### src/rtl/eirq_pkg.sv
`timescale 1ns/1ps
// eirq_pkg: shared types and helpers for the edge-triggered interrupt block.
// Assumes a 4-bit control word: [3:2] polarity, [1] source select, [0] enable.
package eirq_pkg;

    localparam int CTRL_W = 4;

    // Polarity codes; the two even codes both mean falling edge.
    typedef enum logic [1:0] {
        POL_FALL     = 2'b00,
        POL_RISE     = 2'b01,
        POL_FALL_ALT = 2'b10,
        POL_ANY      = 2'b11
    } pol_e;

    // Control word as laid out on the write port.
    typedef struct packed {
        logic [1:0] pol;
        logic       src;
        logic       en;
    } ctrl_t;

    // Decide whether the observed transition qualifies under a polarity code.
    function automatic logic edge_hit(input pol_e p, input logic rise, input logic fall);
        logic hit;
        unique case (p)
            POL_RISE: hit = rise;
            POL_ANY:  hit = rise | fall;
            default:  hit = fall;
        endcase
        return hit;
    endfunction

endpackage

### src/rtl/eirq_sync.sv
`timescale 1ns/1ps
// eirq_sync: multi-stage synchroniser for a bus of independent asynchronous bits.
// Assumes each bit is unrelated to the others; no bus coherence is implied.
// All stages clear to 0 on reset.
module eirq_sync #(
    parameter int STAGES = 2,
    parameter int W      = 1
) (
    input  logic         clk,
    input  logic         rst_n,
    input  logic [W-1:0] din,
    output logic [W-1:0] dout
);

    logic [W-1:0] stage_q [STAGES];

    // Shift the raw inputs through the chain of stages.
    always_ff @(posedge clk) begin
        if (!rst_n) begin
            for (int s = 0; s < STAGES; s++) stage_q[s] <= '0;
        end else begin
            stage_q[0] <= din;
            for (int s = 1; s < STAGES; s++) stage_q[s] <= stage_q[s-1];
        end
    end

    assign dout = stage_q[STAGES-1];

endmodule

### src/rtl/eirq_edge_det.sv
`timescale 1ns/1ps
// eirq_edge_det: compares successive synchronised samples of one pin and emits a
// registered one-cycle request when the transition matches the polarity code.
// Assumes samp is already synchronous. armed stays low until samp carries
// real pin data, so the reset contents of the chain never count as an edge.
module eirq_edge_det
    import eirq_pkg::*;
(
    input  logic       clk,
    input  logic       rst_n,
    input  logic       armed,
    input  logic       samp,
    input  logic       en,
    input  logic [1:0] pol,
    output logic       irq
);

    logic prev_q;
    logic irq_q;
    logic rise;
    logic fall;

    assign rise = samp & ~prev_q;
    assign fall = ~samp & prev_q;

    // Remember the last sample; it is tracked even while disabled.
    always_ff @(posedge clk) begin
        if (!rst_n) prev_q <= 1'b0;
        else        prev_q <= samp;
    end

    // Register the gated, polarity-qualified request.
    always_ff @(posedge clk) begin
        if (!rst_n) irq_q <= 1'b0;
        else        irq_q <= armed & en & edge_hit(pol_e'(pol), rise, fall);
    end

    assign irq = irq_q;

    // Even codes accept only falling edges (R2 for code 00).
    assert_fall_codes_R4: assert property (@(posedge clk) disable iff (!rst_n)
        (irq_q && !$past(pol[0])) |-> !$past(samp));

    assert_rise_code_R3: assert property (@(posedge clk) disable iff (!rst_n)
        (irq_q && $past(pol) == 2'b01) |-> $past(samp));

    assert_gate_R6: assert property (@(posedge clk) disable iff (!rst_n)
        irq_q |-> $past(en));

    assert_warmup_R10: assert property (@(posedge clk) disable iff (!rst_n)
        irq_q |-> $past(armed));

endmodule

### src/rtl/eirq_ctrl_regs.sv
`timescale 1ns/1ps
// eirq_ctrl_regs: per-channel control storage loaded from the write port.
// Assumes entry N_ENT-1 is the shared channel; only it keeps a source bit.
// Writes to addresses at or above N_ENT are dropped.
module eirq_ctrl_regs
    import eirq_pkg::*;
#(
    parameter int N_ENT = 5,
    parameter int AW    = 3
) (
    input  logic                clk,
    input  logic                rst_n,
    input  logic                wr_en,
    input  logic [AW-1:0]       wr_addr,
    input  logic [CTRL_W-1:0]   wr_data,
    output logic [N_ENT-1:0]    en_o,
    output logic [N_ENT-1:0][1:0] pol_o,
    output logic                src_o
);

    ctrl_t wcw;
    logic [N_ENT-1:0]      en_q;
    logic [N_ENT-1:0][1:0] pol_q;
    logic                  src_q;

    assign wcw = ctrl_t'(wr_data);

    for (genvar i = 0; i < N_ENT; i++) begin : g_ent
        // Load enable and polarity of channel i when addressed.
        always_ff @(posedge clk) begin
            if (!rst_n) begin
                en_q[i]  <= 1'b0;
                pol_q[i] <= 2'b00;
            end else if (wr_en && wr_addr == AW'(i)) begin
                en_q[i]  <= wcw.en;
                pol_q[i] <= wcw.pol;
            end
        end
    end

    // Load the source select of the shared channel.
    always_ff @(posedge clk) begin
        if (!rst_n)                                   src_q <= 1'b0;
        else if (wr_en && wr_addr == AW'(N_ENT - 1))  src_q <= wcw.src;
    end

    assign en_o  = en_q;
    assign pol_o = pol_q;
    assign src_o = src_q;

    assert_ignore_addr_R11: assert property (@(posedge clk) disable iff (!rst_n)
        (wr_en && wr_addr > AW'(N_ENT - 1)) |=>
            ($stable(en_q) && $stable(pol_q) && $stable(src_q)));

endmodule

### src/rtl/pin_edge_irq.sv
`timescale 1ns/1ps
// pin_edge_irq: edge-triggered interrupt capture for NUM_PINS maskable pins
// plus one shared channel whose line is fed by a timer or by its own pin.
// Assumes asynchronous pins and a synchronous control write port.
module pin_edge_irq
    import eirq_pkg::*;
#(
    parameter int NUM_PINS    = 4,
    parameter int SYNC_STAGES = 2,
    localparam int N_ENT      = NUM_PINS + 1,
    localparam int AW         = (N_ENT > 1) ? $clog2(N_ENT) : 1
) (
    input  logic                clk,
    input  logic                rst_n,
    input  logic [NUM_PINS-1:0] pin_i,
    input  logic                shr_pin_i,
    input  logic                timer_req_i,
    input  logic                wr_en_i,
    input  logic [AW-1:0]       wr_addr_i,
    input  logic [CTRL_W-1:0]   wr_data_i,
    output logic [NUM_PINS-1:0] irq_o,
    output logic                shr_irq_o
);

    localparam int WARM = SYNC_STAGES + 1;
    localparam int CW   = $clog2(WARM + 1);

    logic [N_ENT-1:0]      raw;
    logic [N_ENT-1:0]      samp;
    logic [N_ENT-1:0]      pulse;
    logic [N_ENT-1:0]      en;
    logic [N_ENT-1:0][1:0] pol;
    logic                  src_sel;
    logic [CW-1:0]         warm_q;
    logic                  armed;

    assign raw = {shr_pin_i, pin_i};

    eirq_sync #(.STAGES(SYNC_STAGES), .W(N_ENT)) u_sync (
        .clk  (clk),
        .rst_n(rst_n),
        .din  (raw),
        .dout (samp)
    );

    eirq_ctrl_regs #(.N_ENT(N_ENT), .AW(AW)) u_regs (
        .clk    (clk),
        .rst_n  (rst_n),
        .wr_en  (wr_en_i),
        .wr_addr(wr_addr_i),
        .wr_data(wr_data_i),
        .en_o   (en),
        .pol_o  (pol),
        .src_o  (src_sel)
    );

    // Count cycles after reset until the chain and history hold real samples.
    always_ff @(posedge clk) begin
        if (!rst_n)                  warm_q <= '0;
        else if (warm_q != CW'(WARM)) warm_q <= warm_q + 1'b1;
    end

    assign armed = (warm_q == CW'(WARM));

    for (genvar c = 0; c < N_ENT; c++) begin : g_ch
        eirq_edge_det u_det (
            .clk  (clk),
            .rst_n(rst_n),
            .armed(armed),
            .samp (samp[c]),
            .en   (en[c]),
            .pol  (pol[c]),
            .irq  (pulse[c])
        );
    end

    assign irq_o     = pulse[NUM_PINS-1:0];
    assign shr_irq_o = src_sel ? pulse[NUM_PINS] : timer_req_i;

    // Nothing fires in the first cycle after reset.
    assert_quiet_after_reset_R1: assert property (@(posedge clk) disable iff (!rst_n)
        $past(warm_q) == '0 |-> pulse == '0);

endmodule

### config.mk
export PLATFORM = sky130hd
export DESIGN_NAME = pin_edge_irq
export DESIGN_NICKNAME = d
export VERILOG_FILES = /design/src/rtl/eirq_pkg.sv /design/src/rtl/eirq_sync.sv /design/src/rtl/eirq_edge_det.sv /design/src/rtl/eirq_ctrl_regs.sv /design/src/rtl/pin_edge_irq.sv
export SDC_FILE = /design/constraint.sdc
export NUM_CORES = 1
export LEC_CHECK = 0
export ABC_AREA = 1
export BUFFER_PORTS_ARGS = -buffer_cell sky130_fd_sc_hd__buf_4
export CORE_MARGIN = 2
export CORE_UTILIZATION = 30
export CTS_CLUSTER_SIZE = 24
export DETAILED_ROUTE_END_ITERATION = 8
export PLACE_DENSITY_LB_ADDON = 0.1
export SYNTH_ARGS = -nofsm -noshare
export SYNTH_HDL_FRONTEND = slang
export SYNTH_SLANG_ARGS = --single-unit
### constraint.sdc
create_clock -name clk -period 1 [get_ports clk]
set_clock_uncertainty 0.15 [all_clocks]
set_input_delay 0.2 -clock clk [delete_from_list [all_inputs] [get_ports clk]]
set_output_delay 0.2 -clock clk [all_outputs]
set_load 0.05 [all_outputs]
==> qor.txt, run 1 <==
status: finished with violations
failing checks: setup timing
number of global-route vias before repair: 1369
top layer in use: met4
Post-synth top flop: dfxtp_1
DR WL/cell: 9.61 um
Cell Count, Final, Fillers Out: 343
Die Wd: 79.4 um
Vias: 1387
Net Switching: 0.792 mW
largest net degree at the start of global routing: 19
Synthesized Nets: 266
drt pass-1 iters: 4
met1 wire length: 1.52 mm
Synth cell types: 14
pre-CTS setup slack: -0.147 ns
initial antenna violation count: 0
Routed Antenna Nets: 0
io pins: 21
Clock power frac: 43.6%
Worst-Skew Late Latency: 0.28 ns
RSZ-0062 raised after global routing: yes
Synth Register Bits: 38
top post-synthesis cells by count: 48 x nor2_1, 47 x nand2_1, 46 x inv_1, 38 x dfxtp_1, 20 x nand3_1
CTS tree: done
DR DRC count: 0
Post-Synthesis Cells: 239
wirelength, routed: 3.30 mm
Final WS setup: -0.425 ns
Routability Congestion: 0.691
Finish-stage setup viols: 12
Core Area: 5510 um2
Post-synth EDFFs: 0
Tmin final: 1.43 ns
Syn Area/Cell: 7.14 um2
P_leak: 1.11 nW
nets: 297
CP Capture Type: primary output
Clock Root Buffer: clkbuf_8
Seq pwr share: 44.3%
CP Cell Sequence: mux2_4 > buf_6
delay of the slowest cell on the worst path: 0.34 ns
setup_tns: -1.30 ns
routed wl met2: 1.64 mm
fillers: 585
Via density: 4.04
synth top area cells: dfxtp_1 45%, nor2_1 11%, nand2_1 10%
Max Fclk: 0.702 GHz
Die H: 79.4 um
maximum fanout along the worst path: 2
r2r setup slk: -0.09 ns
Die Area: 6310 um2
Combinational Power Share: 12.1%
Antenna Cells: 0
share of flip-flops with an asynchronous set or reset: 0%
gr usage total: 11.8%
maximum root-to-sink buffer count: 2
Post-DP HPWL: 2.30 mm
Worst Reg2Reg Path Length in Cells: 6
Synth top area share: 44.6%
clk sinks: 38
Final Hold Viols: 0
Layout Utilization: 43.0%
Critical R2R Launch: warm_q[1]
cell with the most instances after synthesis: nor2_1
Hold EP: u_regs.src_o
Int Pwr: 2.87 mW
Cell Area, Synth: 1710 um2
first-pass GRT wire length: 5.79 mm
worst slew pin tran: 0.254 ns
sequential element share of the synthesized area: 44.6%
VDD IR max: 0.890 mV
min-delay worst type: input pin to flip-flop
CTS buffer count: 5
relative slew slack: 83.1%
layout cells sized above 1: 33.6%
Max Cap Violations: 0
gr ovfl total: 0
Area Growth Syn to Fin: 38.7%
Reg-to-Reg End: g_ch[4].u_det.irq
Sw Ratio: 21.7%
WP data arrival: 1.08 ns
Clock transition at path regs: 0.07 ns
hold path startpoint: wr_data_i[1]
power per cell area: 1540 nW/um2
routed length on met3: 99 um
critical path class: flip-flop to primary output
Hold Path Stages: 4
FP Rows: 27
area leader, netlist: dfxtp_1
Ys Warns: 0
placed insts: 326
Final Cycle Share: 143%
Port Buffers: 20
CTS H-tree depth: 2
CP max-delay cell: dfxtp_2
DR iter-0 viols: 37
Crit. Startpoint: u_regs.src_o
Initial Utilization: 31.0%
critical path required time: 0.65 ns
Slew Limit Fails: 0
Startpoint Class: flip-flop
==> power by group through the flow <==
stage | registers [mW] | logic [mW] | clock network (mW)
2_1_floorplan | 1.64 | 0.229 | 0
3_3_place_gp | 1.65 | 0.342 | 0
3_5_place_dp | 1.65 | 0.340 | 0
4_1_cts | 1.62 | 0.407 | 1.64
5_1_grt | 1.63 | 0.503 | 1.73
6_report | 1.62 | 0.443 | 1.59
==> sequential cells by signal, indices dropped and copies added, names as in the netlist <==
signal             flops
u_regs.pol_o          10
u_sync.stage_q        10
g_ch.u_det.irq         5
g_ch.u_det.prev_q      5
u_regs.en_o            5
warm_q                 2
u_regs.src_o           1
==> kinds of logic (layout without fill, tap and decap cells) <==
group	count (synthesis)	after routing	synth area share [%]
flops	38	38	44.6
compound gates	13	13	3.81
buf+inv	57	89	14.6
simple gates	119	119	28.3
mux	1	1	0.660
fa+ha+maj	11	11	8.06
==> through the flow <==
step | cell area, um2 | power, mW | hold slack (ns)
6_report | 2370 | 3.66 | 0.0847
5_1_grt | 2370 | 3.86 | 0.0896
4_1_cts | 2330 | 3.67 | 0.0784
3_5_place_dp | 1980 | 1.99 | 0.234
3_3_place_gp | 1980 | 1.99 | 0.233
2_1_floorplan | 1750 | 1.87 | 0.148
==> timing repair <==
item                                   CTS  global route
setup endpoints to repair               12            12
pin swaps                               23            10
endpoints found under the hold margin    5             0
hold buffers                             5             0
resized for setup                       43             9
setup buffers                            3             1
cloned                                   0             0
==> cells in the final DEF (no fill, tap or decap) <==
master and n:
nor2_2 8, buf_8 1, mux2_4 1, o21ai_1 5
dlygate4sd3_1 5, a21oi_1 6, inv_1 37, bufinv_16 2
ha_4 6, clkbuf_8 6, buf_12 2, nand3_1 15
buf_4 20, buf_6 7, dfxtp_2 12, nand3b_1 1
nand3_2 5, dfxtp_1 21, dfxtp_4 5, o21ai_2 2
ha_2 5, nor2_1 43, nand2_1 47, inv_2 9
==> worst max-delay path, delay by kind of cell, from the launching register on <==
family / cells / cell delay (ns)
buf+inv: 1 / 0.15
mux: 1 / 0.30
flops: 1 / 0.34
==> metal layers <==
layer | up-vias | global-route usage, %
met4 | 0 | 4.14
met2 | 17 | 20.6
met1 | 599 | 13.8
li1 | 766 | -
met3 | 5 | 3.39
met5 | - | 0
==> final cells by class <==
cell class              instances  area [um2]  share of cell area, %
inverters                      46         173                   7.29
repair buffers                 35         334                   14.1
well taps                      72        90.1                   3.81
multi-input cells             144         833                   35.2
flip-flops and latches         38         795                   33.6
clock buffers                   6        82.6                   3.49
clock inverters                 2        60.1                   2.54
==> how the worst max path moves through the flow <==
stage | endpoint | slack [ns]
after floorplan | shr_irq_o | -0.04
after global placement | shr_irq_o | -0.14
after detailed placement | g_ch[4].u_det.irq | -0.15
after CTS | shr_irq_o | -0.44
after global routing | shr_irq_o | -0.46
final | shr_irq_o | -0.43
(Power assumes the default switching activity.)
==> run 2: changes to the inputs <==
- CORE_ASPECT_RATIO: default -> 1.2
==> qor.txt, run 2 (synthesis results as in run 1) <==
WP data arrival: 1.07 ns
status: finished with violations
setup_tns: -1.34 ns
Max Fclk: 0.705 GHz
CTS H-tree depth: 2
wirelength, routed: 3.35 mm
Die Wd: 72.9 um
DR DRC count: 0
most common cell after layout, fill and taps aside: nand2_1
Worst Reg2Reg Path Length in Cells: 6
pre-CTS setup slack: -0.148 ns
CP max-delay cell: dfxtp_2
maximum root-to-sink buffer count: 2
Cell Count, Final, Fillers Out: 337
Initial Utilization: 30.5%
drt pass-1 iters: 4
Routed Antenna Nets: 0
Antenna Cells: 0
fillers: 569
power per cell area: 1560 nW/um2
Clock transition at path regs: 0.07 ns
Worst-Skew Late Latency: 0.28 ns
Clock Root Buffer: clkbuf_8
DR iter-0 viols: 33
number of global-route vias before repair: 1361
gr ovfl total: 0
Port Buffers: 20
gr usage total: 12.1%
critical path class: flip-flop to primary output
Final WS setup: -0.418 ns
placed insts: 320
min-delay worst type: input pin to flip-flop
VDD IR max: 0.802 mV
delay of the slowest cell on the worst path: 0.34 ns
relative slew slack: 81.9%
P_leak: 1.12 nW
worst slew pin tran: 0.271 ns
Routability Congestion: 0.728
DP Area: 1990 um2
area of the multi-input gates: 808 um2
first-pass GRT wire length: 5.77 mm
Startpoint Class: flip-flop
Slew Limit Fails: 0
Die Area: 6310 um2
Final Hold Viols: 0
Via density: 4.23
Post-DP HPWL: 2.35 mm
Core Area: 5590 um2
register area: 785 um2
FP Rows: 30
Tmin final: 1.42 ns
CTS buffer count: 5
minimum hold slack: 0.0746 ns
Hold Path Stages: 4
layout cells sized above 1: 30.4%
nets: 299
most frequent cells in the layout: 47 x nand2_1, 44 x nor2_1, 42 x inv_1
largest net degree at the start of global routing: 21
maximum fanout along the worst path: 2
Area Growth Syn to Fin: 37.9%
CP Capture Type: primary output
initial antenna violation count: 0
io pins: 21
Finish-stage setup viols: 12
critical path required time: 0.65 ns
CTS tree: done
Die H: 86.6 um
Final Cell Area: 2350 um2
failing checks: setup timing
Vias: 1426
DR WL/cell: 9.94 um
RSZ-0062 raised after global routing: yes
CP Cell Sequence: mux2_4 > buf_6
clk sinks: 38
Final Cycle Share: 142%
Max Cap Violations: 0
## run 2: final cells by class
| cell class | count | share of cell area (%) |
|---|---|---|
| tap | 64 | 3.40 |
| timing repair buffer | 37 | 15.5 |
| sequential | 38 | 33.3 |
| multi-input combinational | 144 | 34.3 |
| clock inverter | 2 | 2.55 |
| clock buffer | 6 | 3.51 |
| inverter | 46 | 7.34 |
## run 2: critical path: cells and delay by family (launching register included)
kind,cells,cell delay [ns]
flops,1,0.34
mux,1,0.30
buf+inv,1,0.15
## run 2: report_power, final
group	leakage (nW)	switching (mW)	internal, mW
clock	0.0714	0.548	1.06
combinational	0.730	0.215	0.222
sequential	0.318	0.0455	1.58
## run 2: timing repair
| action | CTS | global route |
|---|---|---|
| setup buffers | 2 | 2 |
| hold buffers | 5 | 0 |
| resized for setup | 27 | 14 |
| endpoints found under the hold margin | 5 | 0 |
| pin swaps | 10 | 7 |
| endpoints found under the setup margin | 12 | 12 |
## run 2: metal layers
metal | vias to the layer above | share of wire [%] | global-route usage, %
li1 | 769 | - | -
met2 | 18 | 51 | 22.0
met3 | 4 | 3.0 | 3.37
met4 | 0 | 1.6 | 5.22
met5 | - | 0 | 0
met1 | 635 | 45 | 12.8
## run 2: per-stage QoR
step / util [%] / total power [mW]
6_report: 42.1 / 3.68
5_1_grt: 42.1 / 3.85
4_1_cts: 40.9 / 3.72
3_5_place_dp: 35.5 / 2.00
3_3_place_gp: 35.5 / 2.00
2_1_floorplan: - / 1.87
## run 2: worst paths after layout
| path | from | end | slack (ns) |
|---|---|---|---|
| setup / recovery | u_regs.src_o | shr_irq_o | -0.42 |
| hold / removal | wr_data_i[1] | u_regs.src_o | 0.07 |
| setup reg to reg | warm_q[1] | g_ch[2].u_det.irq | -0.10 |
| hold reg to reg | u_sync.stage_q[0][0] | u_sync.stage_q[0][5] | 0.26 |
==> run 3: changes to the inputs <==
- CELL_PAD_IN_SITES_DETAIL_PLACEMENT: default -> 1
- CELL_PAD_IN_SITES_GLOBAL_PLACEMENT: default -> 1
==> qor.txt, run 3 (synthesis results as in run 1) <==
Final WS setup: -0.428 ns
nets: 298
Vias: 1473
Tmin final: 1.43 ns
CP Capture Type: primary output
first-pass GRT wire length: 6.59 mm
Layout Utilization: 42.3%
initial antenna violation count: 0
CTS buffer count: 5
Max Fclk: 0.700 GHz
Area Growth Syn to Fin: 38.8%
Initial Utilization: 30.5%
Max Cap Violations: 0
layout cells sized above 1: 33.9%
Core Area: 5590 um2
RSZ-0062 raised after global routing: yes
clk sinks: 38
Finish-stage setup viols: 12
placed insts: 320
status: finished with violations
Final Cycle Share: 143%
CTS H-tree depth: 2
Post-DP HPWL: 2.69 mm
Worst-Skew Late Latency: 0.29 ns
Antenna Cells: 0
DR iter-0 viols: 22
Routability Congestion: 0.714
DR WL/cell: 10.9 um
Routed Antenna Nets: 0
WP data arrival: 1.08 ns
drt pass-1 iters: 4
Sw Ratio: 23.6%
largest net degree at the start of global routing: 15
CTS tree: done
wirelength, routed: 3.66 mm
Cell Count, Final, Fillers Out: 335
Die H: 86.6 um
Seq pwr share: 47.3%
critical path required time: 0.65 ns
Die Area: 6310 um2
failing checks: setup timing
DR DRC count: 0
Clock Root Buffer: clkbuf_8
setup_tns: -1.42 ns
most common cell after layout, fill and taps aside: nand2_1
relative slew slack: 82.9%
critical path class: flip-flop to primary output
maximum fanout along the worst path: 2
Clock power frac: 38.6%
FP Rows: 30
maximum root-to-sink buffer count: 2
Slew Limit Fails: 0
gr ovfl total: 0
min-delay worst type: input pin to flip-flop
Net Switching: 0.811 mW
Final Hold Viols: 0
VDD IR max: 0.594 mV
Die Wd: 72.9 um
worst slew pin tran: 0.257 ns
most frequent cells in the layout: 47 x nand2_1, 40 x nor2_1, 39 x inv_1
power per cell area: 1450 nW/um2
Startpoint Class: flip-flop
Via density: 4.40
Clock transition at path regs: 0.08 ns
gr usage total: 13.7%
Int Pwr: 2.62 mW
number of global-route vias before repair: 1539
P_leak: 1.11 nW
Port Buffers: 20
Combinational Power Share: 14.1%
io pins: 21
run 3: cell types whose count changed in the layout (fill, tap and decap cells not counted), moves of 2 or more:
cell / change
inv_2: +3
buf_6: +2
dfxtp_4: +3
nor2_2: +4
nor2_1: -4
dfxtp_2: -3
a21oi_2: +2
ha_1: -2
a21oi_1: -2
inv_1: -3
buf_4: -3
run 3: cell type report:
cell class,instances,area (um2)
timing repair buffer,36,370
fill,682,3220
tap,64,80.1
multi-input combinational,144,841
sequential,38,792
clock inverter,1,30.0
clock buffer,6,82.6
inverter,46,173
run 3: through the flow:
stage,hold WS (ns),setup slack (ns),area [um2],power [mW]
5_1_grt,0.137,-0.458,2370,3.61
3_3_place_gp,0.232,-0.137,2000,2.01
3_5_place_dp,0.237,-0.167,2000,2.01
6_report,0.0805,-0.428,2370,3.43
4_1_cts,0.0767,-0.441,2320,3.44
2_1_floorplan,0.148,-0.0369,1750,1.87
run 3: power by group through the flow:
stage                     logic [mW]  clock network, mW  registers, mW
after detailed placement       0.365                  0           1.65
after CTS                      0.453               1.36           1.62
after global placement         0.359                  0           1.65
after global routing           0.548               1.43           1.63
after floorplan                0.229                  0           1.64
final                          0.482               1.33           1.62
run 3: path summary, 6_finish.rpt:
path,start,endpoint,slack (ns),cells after the start
worst max register to register,g_ch[0].u_det.prev_q,g_ch[0].u_det.irq,-0.13,5
worst min register to register,u_sync.stage_q[0][1],u_sync.stage_q[0][6],0.26,2
worst max-delay path,u_regs.src_o,shr_irq_o,-0.43,2
worst min-delay path,wr_data_i[1],u_regs.src_o,0.08,4
run 3: what timing repair did:
item | in CTS | in global routing
endpoints found under the setup margin | 12 | 12
setup buffers | 3 | 0
hold endpoints to repair | 5 | 0
hold buffers | 5 | 0
pin swaps | 19 | 8
resized for setup | 41 | 13
run 3: worst max-delay path, stage by stage (launching register included):
cell	delay (ns)
dfxtp_2	0.34
mux2_4	0.30
buf_6	0.15
run 3: per-layer routing:
layer | global-route usage, % | vias up | share of wire, %
li1 | - | 764 | -
met1 | 15.5 | 682 | 45
met2 | 24.6 | 22 | 51
met3 | 2.79 | 5 | 2.7
met4 | 5.56 | 0 | 1.7
met5 | 0 | - | 0
